File: src/rtl/audio_ctl_pkg.sv
package audio_ctl_pkg;

  localparam int WORD_W = 16;

  // field positions (decoded by the register)
  localparam int B_REC  = 0;
  localparam int B_LINE = 1;
  localparam int B_MUTE = 2;
  localparam int B_SPK  = 3;
  localparam int B_VOL  = 4;
  localparam int VOL_W  = 5;
  localparam int B_MIC  = 12;
  localparam int B_ALC  = 13;
  localparam int B_LVL  = 14;

  localparam logic [WORD_W-1:0] DEFAULT_WORD = 16'h0080;

  typedef enum logic [1:0] {
    ST_PULSE = 2'd0,
    ST_WAIT1 = 2'd1,
    ST_WAIT2 = 2'd2,
    ST_RUN   = 2'd3
  } stage_t;

  typedef struct packed {
    logic [1:0]       lvl;
    logic             alc_off;
    logic             mic_off;
    logic [VOL_W-1:0] vol;
    logic             spk_off;
    logic             mute_off;
    logic             line_off;
    logic             rec_off;
  } ctl_t;

endpackage

File: src/rtl/ser_pin_sync.sv
module ser_pin_sync #(
  parameter int   STAGES  = 2,
  parameter logic RST_VAL = 1'b0
) (
  input  logic clk,
  input  logic rst_l,
  input  logic d,
  output logic q,
  output logic rise,
  output logic fall
);

  logic [STAGES-1:0] chain_q;
  logic              prev_q;

  always_ff @(posedge clk or negedge rst_l) begin
    if (!rst_l) begin
      chain_q <= {STAGES{RST_VAL}};
      prev_q  <= RST_VAL;
    end else begin
      chain_q <= {chain_q[STAGES-2:0], d};
      prev_q  <= chain_q[STAGES-1];
    end
  end

  assign q    = chain_q[STAGES-1];
  assign rise = q & ~prev_q;
  assign fall = ~q & prev_q;

endmodule

File: src/rtl/frame_shift.sv
module frame_shift #(
  parameter int WORD_W = 16
) (
  input  logic              clk,
  input  logic              rst_l,
  input  logic              sel_act,
  input  logic              sel_fall,
  input  logic              sclk_rise,
  input  logic              din,
  output logic [WORD_W-1:0] word,
  output logic              full
);

  localparam int CNT_W = $clog2(WORD_W + 2);
  localparam logic [CNT_W-1:0] CNT_FULL = CNT_W'(WORD_W);
  localparam logic [CNT_W-1:0] CNT_OVER = CNT_W'(WORD_W + 1);

  logic [WORD_W-1:0] sh_q, sh_d;
  logic [CNT_W-1:0]  cnt_q, cnt_d;
  logic              take;

  assign take = sel_act & sclk_rise;

  always_comb begin
    sh_d  = sh_q;
    cnt_d = cnt_q;
    if (sel_fall) begin
      cnt_d = '0;
    end else if (take) begin
      sh_d = {din, sh_q[WORD_W-1:1]};
      if (cnt_q != CNT_OVER) cnt_d = cnt_q + 1'b1;
    end
  end

  always_ff @(posedge clk or negedge rst_l) begin
    if (!rst_l) begin
      sh_q  <= '0;
      cnt_q <= '0;
    end else begin
      sh_q  <= sh_d;
      cnt_q <= cnt_d;
    end
  end

  assign word = sh_q;
  assign full = (cnt_q == CNT_FULL);

  // counter saturates one past a full word
  p_cnt_bound_r9: assert property (@(posedge clk) disable iff (!rst_l)
    cnt_q <= CNT_OVER);

  // newest bit enters at the top, so the first bit ends in bit 0
  p_lsb_first_r1: assert property (@(posedge clk) disable iff (!rst_l)
    (take && !sel_fall) |=> sh_q[WORD_W-1] == $past(din));

endmodule

File: src/rtl/por_seq.sv
module por_seq
  import audio_ctl_pkg::*;
#(
  parameter int POR_CYCLES = 16
) (
  input  logic   clk,
  input  logic   rst_l,
  input  logic   cs_rise,
  output stage_t stage
);

  localparam int PW = $clog2(POR_CYCLES + 1);
  localparam logic [PW-1:0] P_END = PW'(POR_CYCLES);

  logic [PW-1:0] pcnt_q, pcnt_d;
  stage_t        st_q, st_d;

  always_comb begin
    pcnt_d = pcnt_q;
    st_d   = st_q;
    if (pcnt_q != P_END) pcnt_d = pcnt_q + 1'b1;
    case (st_q)
      ST_PULSE: if (pcnt_q == P_END) st_d = ST_WAIT1;
      ST_WAIT1: if (cs_rise) st_d = ST_WAIT2;
      ST_WAIT2: if (cs_rise) st_d = ST_RUN;
      default:  st_d = ST_RUN;
    endcase
  end

  always_ff @(posedge clk or negedge rst_l) begin
    if (!rst_l) begin
      pcnt_q <= '0;
      st_q   <= ST_PULSE;
    end else begin
      pcnt_q <= pcnt_d;
      st_q   <= st_d;
    end
  end

  assign stage = st_q;

  // stages only advance one step at a time
  p_stage_order_r6: assert property (@(posedge clk) disable iff (!rst_l)
    (st_q != $past(st_q)) |-> (st_q == stage_t'($past(st_q) + 2'd1)));

  // a select edge during the pulse never advances past the pulse
  p_pulse_ignore_r12: assert property (@(posedge clk) disable iff (!rst_l)
    (st_q == ST_PULSE && pcnt_q != P_END && cs_rise) |=> st_q == ST_PULSE);

endmodule

File: src/rtl/audio_ctl_port.sv
module audio_ctl_port
  import audio_ctl_pkg::*;
#(
  parameter int SYNC_STAGES = 2,
  parameter int POR_CYCLES  = 16
) (
  input  logic       clk,
  input  logic       rst_n,
  input  logic       ser_sel_n,
  input  logic       ser_clk,
  input  logic       ser_dat,
  input  logic       stby,
  output logic       rec_en,
  output logic       line_en,
  output logic       line_mute,
  output logic       spk_en,
  output logic       mic_en,
  output logic       alc_en,
  output logic [1:0] alc_lvl,
  output logic [4:0] vol_code
);

  // reset: asynchronous assert, synchronous release
  logic [1:0] rst_sync_q;
  logic       rst_l;

  always_ff @(posedge clk or negedge rst_n) begin
    if (!rst_n) rst_sync_q <= 2'b00;
    else        rst_sync_q <= {rst_sync_q[0], 1'b1};
  end
  assign rst_l = rst_sync_q[1];

  // pin synchronizers
  logic sel_q, sel_rise, sel_fall;
  logic sclk_q, sclk_rise, sclk_fall;
  logic dat_q, dat_rise, dat_fall;

  ser_pin_sync #(.STAGES(SYNC_STAGES), .RST_VAL(1'b1)) u_sel (
    .clk(clk), .rst_l(rst_l), .d(ser_sel_n),
    .q(sel_q), .rise(sel_rise), .fall(sel_fall));

  ser_pin_sync #(.STAGES(SYNC_STAGES), .RST_VAL(1'b0)) u_sclk (
    .clk(clk), .rst_l(rst_l), .d(ser_clk),
    .q(sclk_q), .rise(sclk_rise), .fall(sclk_fall));

  ser_pin_sync #(.STAGES(SYNC_STAGES), .RST_VAL(1'b0)) u_dat (
    .clk(clk), .rst_l(rst_l), .d(ser_dat),
    .q(dat_q), .rise(dat_rise), .fall(dat_fall));

  logic unused_pins;
  assign unused_pins = sclk_q ^ sclk_fall ^ dat_rise ^ dat_fall;

  // shifter
  logic [WORD_W-1:0] sh_word;
  logic              sh_full;

  frame_shift #(.WORD_W(WORD_W)) u_shift (
    .clk(clk), .rst_l(rst_l), .sel_act(~sel_q), .sel_fall(sel_fall),
    .sclk_rise(sclk_rise), .din(dat_q), .word(sh_word), .full(sh_full));

  // start-up sequencer
  stage_t stage;

  por_seq #(.POR_CYCLES(POR_CYCLES)) u_por (
    .clk(clk), .rst_l(rst_l), .cs_rise(sel_rise), .stage(stage));

  // field extraction (dummy bits 11..9 dropped)
  ctl_t word_ctl;
  logic unused_dummy;

  always_comb begin
    word_ctl.rec_off  = sh_word[B_REC];
    word_ctl.line_off = sh_word[B_LINE];
    word_ctl.mute_off = sh_word[B_MUTE];
    word_ctl.spk_off  = sh_word[B_SPK];
    word_ctl.vol      = sh_word[B_VOL +: VOL_W];
    word_ctl.mic_off  = sh_word[B_MIC];
    word_ctl.alc_off  = sh_word[B_ALC];
    word_ctl.lvl      = sh_word[B_LVL +: 2];
  end
  assign unused_dummy = ^sh_word[B_MIC-1:B_VOL+VOL_W];

  localparam ctl_t DEF_CTL = '{
    lvl:      DEFAULT_WORD[B_LVL +: 2],
    alc_off:  DEFAULT_WORD[B_ALC],
    mic_off:  DEFAULT_WORD[B_MIC],
    vol:      DEFAULT_WORD[B_VOL +: VOL_W],
    spk_off:  DEFAULT_WORD[B_SPK],
    mute_off: DEFAULT_WORD[B_MUTE],
    line_off: DEFAULT_WORD[B_LINE],
    rec_off:  DEFAULT_WORD[B_REC]
  };

  // hold and output registers
  ctl_t hold_q, hold_d;
  ctl_t ctl_q, ctl_d;
  logic hold_we, ctl_we;

  always_comb begin
    hold_we = 1'b0;
    ctl_we  = 1'b0;
    hold_d  = word_ctl;
    ctl_d   = word_ctl;
    if (sel_rise) begin
      case (stage)
        ST_WAIT1: hold_we = sh_full;
        ST_WAIT2: begin ctl_we = 1'b1; ctl_d = hold_q; end
        ST_RUN:   ctl_we = sh_full;
        default:  ;
      endcase
    end
  end

  always_ff @(posedge clk or negedge rst_l) begin
    if (!rst_l) begin
      hold_q <= DEF_CTL;
      ctl_q  <= DEF_CTL;
    end else begin
      if (hold_we) hold_q <= hold_d;
      if (ctl_we)  ctl_q  <= ctl_d;
    end
  end

  // output decode with standby override
  assign rec_en    = ~ctl_q.rec_off  & ~stby;
  assign line_en   = ~ctl_q.line_off & ~stby;
  assign mic_en    = ~ctl_q.mic_off  & ~stby;
  assign alc_en    = ~ctl_q.alc_off  & ~stby;
  assign spk_en    = ~ctl_q.spk_off;
  assign line_mute = ~ctl_q.mute_off;
  assign vol_code  = ctl_q.vol;
  assign alc_lvl   = ctl_q.lvl;

  // defaults persist until start-up completes
  p_default_until_run_r6: assert property (@(posedge clk) disable iff (!rst_l)
    (stage != ST_RUN) |-> (ctl_q == DEF_CTL));

  // standby keeps the non-speaker amplifiers off
  p_standby_off_r10: assert property (@(posedge clk) disable iff (!rst_l)
    stby |-> !(rec_en || line_en || mic_en || alc_en));

  // an incomplete or overlong frame leaves the register alone
  p_bad_frame_keep_r9: assert property (@(posedge clk) disable iff (!rst_l)
    (sel_rise && !sh_full && stage == ST_RUN) |=> $stable(ctl_q));

  // a good frame in normal operation lands in the register
  p_good_frame_r8: assert property (@(posedge clk) disable iff (!rst_l)
    (sel_rise && sh_full && stage == ST_RUN) |=> ctl_q == $past(word_ctl));

  // the held word is what start-up releases
  p_hold_release_r7: assert property (@(posedge clk) disable iff (!rst_l)
    (sel_rise && stage == ST_WAIT2) |=> ctl_q == $past(hold_q));

endmodule

File: config.mk
export PLATFORM = sky130hd
export DESIGN_NAME = audio_ctl_port
export DESIGN_NICKNAME = d
export VERILOG_FILES = /design/src/rtl/audio_ctl_pkg.sv /design/src/rtl/ser_pin_sync.sv /design/src/rtl/frame_shift.sv /design/src/rtl/por_seq.sv /design/src/rtl/audio_ctl_port.sv
export SDC_FILE = /design/constraint.sdc
export NUM_CORES = 1
export LEC_CHECK = 0
export ABC_AREA = 1
export BUFFER_PORTS_ARGS = -buffer_cell sky130_fd_sc_hd__buf_2
export CAP_MARGIN = 20
export CORE_ASPECT_RATIO = 1.75
export CORE_MARGIN = 8
export CORE_UTILIZATION = 65
export CTS_BUF_LIST = sky130_fd_sc_hd__clkbuf_8
export CTS_CLUSTER_DIAMETER = 80
export CTS_CLUSTER_SIZE = 40
export DETAILED_ROUTE_END_ITERATION = 12
export PLACE_DENSITY = 0.93
export SYNTH_ARGS = -nofsm -noshare
export SYNTH_HDL_FRONTEND = slang
export SYNTH_SLANG_ARGS = --single-unit
File: constraint.sdc
create_clock -name clk -period 2.9 [get_ports clk]
set_input_delay 0.145 -clock clk [delete_from_list [all_inputs] [get_ports clk]]
set_output_delay 0.145 -clock clk [all_outputs]
set_load 0.03 [all_outputs]
**Word-level counts from Yosys, hierarchy flattened**

Cells that the tools add are included.

- Register bits after elaboration: 64
- Bits of input ports: 6
- Output and inout port bits: 13
- Word-level logic and storage cells: 76

- $add $sub $neg: 2
- Eq/ne operators: 10
- Multiplexer cells: 13
- Bitwise logic cells: 19
- Reductions and logical operators: 6

Operators by type and width:

| cell | count |
|---|---|
| two-way mux 13 bit | 2 |
| two-way mux 5 bit | 3 |
| NOT 1 bit | 11 |
| adder 5 x 1 -> 5 bit, second input constant | 2 |
| equality test 5 bit, second input constant | 2 |
| inequality test 5 bit, second input constant | 2 |
| bitwise AND 1 bit | 8 |
| two-way mux 2 bit | 3 |
| case mux 2 bit (3 select lines) | 1 |
| equality test 2 bit, second input constant | 2 |
| inequality test 2 bit, second input constant | 2 |
| AND reduction 2 bit | 2 |
| nonzero test 2 bit | 2 |
| two-way mux 1 bit | 3 |
| AND reduction 3 bit | 1 |
| equality test 2 x 1 -> 1 bit, second input constant | 1 |
| logical NOT 2 bit | 1 |
| inequality test 2 x 1 -> 1 bit, second input constant | 1 |
| case mux 1 bit (2 select lines) | 1 |

**Depth between registers and ports, before layout**

- Depth in word-level cells: 5
- Mapped depth: 9
- Gate-level depth less buffers: 8

**Modules after synthesis**

From an unflattened synthesis, not the netlist that was laid out.

- Cells, all modules: 358
- Area, all modules: 3025.4 µm²

By module, submodules not included:

| module | instances | cells an instance | area an instance (µm²) | sequential area each (µm²) |
|---|---|---|---|---|
| audio_ctl_port | 1 | 176 | 1432.6 | 703.2 |
| frame_shift | 1 | 116 | 963.4 | 525.5 |
| por_seq | 1 | 45 | 355.3 | 175.2 |
| ser_pin_sync (u_dat ...) | 2 | 7 | 90.1 | 75.1 |
| ser_pin_sync (u_sel) | 1 | 7 | 93.8 | 78.8 |

**Worst setup path before layout**

Ideal clock, no wire load.

- Path kind: register to register
- Start: register u_shift.cnt_q[0]
- End: register ctl_q (netlist bit alc_lvl[0])
- Setup time: 117 ps
- Arrival time: 1281 ps
- Required time: 2783 ps
- Setup slack: 1502 ps
- Cell stages (with the launch flop): 9
- Path buffers: 1
- Period minus slack after synthesis: 1398 ps
- Cells stage by stage: dfrtp_1 -> inv_1 -> ha_1 -> nand2_1 -> and2b_4 -> nand2_2 -> buf_2 -> nand3_1 -> nand2_1

- Word-level cells in the longest chain between the ends: 3

RTL lines:

| element | line | text |
|---|---|---|
| start: declaration | frame_shift.sv:19 | `logic [CNT_W-1:0] cnt_q, cnt_d;` |
| start signal: assignment | frame_shift.sv:41 | `cnt_q <= cnt_d;` |
| equality test 5 bit | frame_shift.sv:46 | `assign full = (cnt_q == CNT_FULL);` |
| case mux 1 bit (2 select lines) | audio_ctl_port.sv:105 | `case (stage)` |
| two-way mux 1 bit | audio_ctl_port.sv:104 | `if (sel_rise) begin` |
| end signal: assignment | audio_ctl_port.sv:120 | `if (ctl_we) ctl_q <= ctl_d;` |
| end: declaration | audio_ctl_port.sv:96 | `ctl_t ctl_q, ctl_d;` |

No other way between the ends.
A chain may end at the register's enable or synchronous reset.

**Worst setup path in the final report**

- Start: register u_por.st_q[0] (netlist: u_por.stage[0])
- End: register ctl_q (netlist bit vol_code[4])

- Word-level cells in the longest chain between the ends: 3
- Elaborated cells on any way between the ends: 6
- Classes of those cells: eq/ne (2); mux (4)

RTL lines:

| element | line | text |
|---|---|---|
| start: declaration | por_seq.sv:16 | `stage_t st_q, st_d;` |
| start signal: assignment | por_seq.sv:36 | `st_q <= st_d;` |
| equality test 2 bit | audio_ctl_port.sv:105 |  |
| case mux 1 bit (2 select lines) or two-way mux 13 bit (tied branches) | audio_ctl_port.sv:105 |  |
| two-way mux 1 bit or two-way mux 13 bit (tied branches) | audio_ctl_port.sv:104 |  |

Several ways; a longest one is shown, not always the timed one.

==> flow_summary.json <==
{
  "synthMuxAreaShare_pct": 0,
  "syn_area_sq_um": 2899,
  "ys_ff_latch": 64,
  "utilization_pct": 73.11,
  "period_needed_ps": 2033,
  "drv_slew": 0,
  "post-route-period-util_pct": 70.09,
  "path_class": "register to register",
  "nets": 363,
  "syn_inst": 338,
  "slew-limit-headroom_pct": 56.48,
  "cts_resized": 0,
  "status": "finished, final reports clean",
  "rsz0062_at_grt": "no",
  "area_growth_pct": 10.06,
  "r2r_cells": 5,
  "finalSetupTns_ps": 0,
  "htreeDepth": 3,
  "grt_pass1_vias": 2196,
  "drc": 0,
  "diodes": 0,
  "synth_adder_area_share_pct": 2.158,
  "viasPerCell": 5.512,
  "synth_top_family_by_area": "simple AND/OR/NAND/NOR gates",
  "tightest_slew_ps": 651.2,
  "switchingPower_uw": 618.0,
  "synth_ff_type": "dfrtp_1",
  "avgSynthCellArea_sq_um": 8.577,
  "clkPwrFrac_pct": 36.3,
  "die_y_microns": 104.3,
  "powerDensity_nw_per_um2": 671.8,
  "pin_count": 19,
  "yosysWarnings": 0,
  "power_frac_seq_pct": 50.3,
  "final.fill_count": 303,
  "clock_path_buffers": 2,
  "async_flop_share_pct": 100.0,
  "core.rowCount": 32,
  "fin_cells": 408,
  "ant_nets": 0,
  "overflow": 0,
  "gp_congestion": 0.8703,
  "fmax_ghz": 0.4920,
  "internal_power_mw": 1.525,
  "cts_tree": "yes",
  "synth.distinct_cells": 23,
  "start_util_pct": 66.43,
  "avgRoutedWirePerCell_microns": 13.36,
  "cts_sinks": 64,
  "die_area_sq_um": 6937,
  "hpwlAfterDp_mm": 3.872,
  "insertion_delay_ps": 340,
  "syn-num-nets": 349,
  "vias": 2249,
  "critPathLaunchType": "register",
  "synth_edf_count": 0,
  "cp.required_ps": 3180,
  "rr_startpoint": "u_por.stage[0]$_DFFE_PN0P_",
  "drive_above_1_share_pct": 14.85,
  "setup_viol": 0,
  "comb_power_share_pct": 13.5,
  "worst_ir_drop_vdd_mv": 0.4625,
  "hold_violations": 0,
  "synth_xor_xnor_area_share_pct": 0.9063,
  "maxCapViolCount": 0,
  "dr.pass1.iters": 4,
  "grt_max_degree": 28,
  "antenna_found_initial": 0,
  "min_path_type": "input port to asynchronous set/reset pin",
  "clk_pin_slew_worst_paths_ps": 70,
  "switching_share_pct": 28.83,
  "cts_root_buf": "clkbuf_8",
  "synthSimpleGateAreaFrac_pct": 33.23,
  "fp.dieW_microns": 66.49,
  "cp-end-kind": "register",
  "r2r_slack_ps": 870,
  "grt_pass1_wl_mm": 9.729,
  "numCtsBuffers": 9,
  "drtIter0Drc": 131,
  "seq_area_frac_synth_pct": 55.46,
  "io_buffer_count": 18,
  "fin_skew_ps": 5.007,
  "dp.cells": 388,
  "r2r_end": "vol_code[4]$_DFFE_PN0P_",
  "track_usage_pct": 17.67,
  "leakagePower_nw": 1.732,
  "critPathMaxFanout": 27,
  "wirelength_mm": 5.451,
  "arrival_ps": 2310,
  "synth_compound_gate_area_share_pct": 1.467,
  "core_area_sq_um": 4364,
  "whs_ps": 105.4
}
[layer usage]
metal  vias up  GRT usage, %  wire length (microns)
li1       1106             -                      -
met1      1088         19.61                   2087
met2        44         28.80                   2998
met3        11         5.070                    224
met4         0         9.831                    141
met5         -             0                      0
[layout make-up]
type                            instances  area (sq um)  area share, %
Sequential cell                        64          1609          50.43
Multi-Input combinational cell        236          1099          34.43
Timing Repair Buffer                   25         152.6          4.784
Clock buffer                           11         151.4          4.745
Tap cell                               51         63.81          2.000
Inverter                               16         60.06          1.882
Clock inverter                          5         55.05          1.725
[sequential cells by signal (all words and copies together), names as in the netlist, 5 cells and up]
register	cells
u_shift.word	16
hold_q	13
ctl_q	6
u_por.pcnt_q	5
u_shift.cnt_q	5
vol_code	5
[kinds of logic after synthesis]
family / count (synthesis)
other: 1
AOI/OAI and AO/OA: 8
and+or+nand+nor: 219
xor gates and xnor gates: 3
buffers and inverters: 38
adders and majority gates: 5
DFF: 64
[critical path: stages (launching register included)]
cell     delay [ps]
dfrtp_1         400
inv_1           320
nand4_2         610
nand2_2         460
nand2_1         100
nand2_1          70
[cell usage in the layout, fill, tap and decap left out]
master	count
nand2_1	135
dfrtp_1	58
nand3_1	49
buf_2	18
inv_1	14
nand4_1	14
nor2_1	12
clkbuf_8	11
o21ai_0	7
ha_1	5
dfstp_2	5
nand2_2	4
dlygate4sd3_1	4
xor2_1	3
buf_4	3
inv_2	2
nor2_4	2
clkinvlp_4	2
clkinv_2	2
and2b_4	1
nand4_2	1
and3b_1	1
o21bai_1	1
bufinv_16	1
conb_1	1
dfrtp_2	1
[cell usage after synthesis, types with 4 or more instances]
library cell  number  area, sq um
dfstp_2            5        131.4
buf_4              9        67.56
nand3_1           49        245.2
nand2_2            4        25.02
nand4_1           14        87.58
buf_2              7        35.03
nand2_1          135        506.7
ha_1               5        62.56
o21ai_0            7        35.03
nor2_1            12        45.04
dfrtp_1           59         1476
inv_1             14        52.55
[repair_timing]
action / in CTS / in global routing
endpoints found under the hold margin: 5 / 0
hold buffers: 4 / 0
setup buffers: 0 / 0
[metrics by stage]
step                instance area (sq um)  power, mW  setup slack, ps
detailed placement                   2944      1.380            900.1
CTS                                  3191      2.166            881.2
floorplan                            2899      1.315            994.7
global placement                     2944      1.360             1046
global route                         3191      2.252            668.6
finish                               3191      2.143            867.4
[worst max-delay path by stage]
stage / from / to / slack (ps) / cells past startpoint
detailed placement: u_por.stage[0]$_DFFE_PN0P_ / vol_code[4]$_DFFE_PN0P_ / 900 / 5
global placement: u_por.stage[0]$_DFFE_PN0P_ / alc_lvl[1]$_DFFE_PN0P_ / 1050 / 5
CTS: u_por.stage[0]$_DFFE_PN0P_ / vol_code[4]$_DFFE_PN0P_ / 880 / 5
floorplan: rst_sync_q[1]$_DFF_PN0_ / alc_lvl[0]$_DFFE_PN0P_ / 990 / 0
finish: u_por.stage[0]$_DFFE_PN0P_ / vol_code[4]$_DFFE_PN0P_ / 870 / 5
global route: u_por.stage[0]$_DFFE_PN0P_ / vol_code[2]$_DFFE_PN0P_ / 670 / 5
[power groups by stage]
stage | Combinational [mW] | Sequential, mW | Clock [mW]
final | 0.289 | 1.08 | 0.777
after global routing | 0.332 | 1.09 | 0.829
after CTS | 0.294 | 1.08 | 0.796
after detailed placement | 0.288 | 1.09 | 0
after global placement | 0.274 | 1.09 | 0
after floorplan | 0.239 | 1.08 | 0
Note: power is estimated with default switching activity, not from simulation.
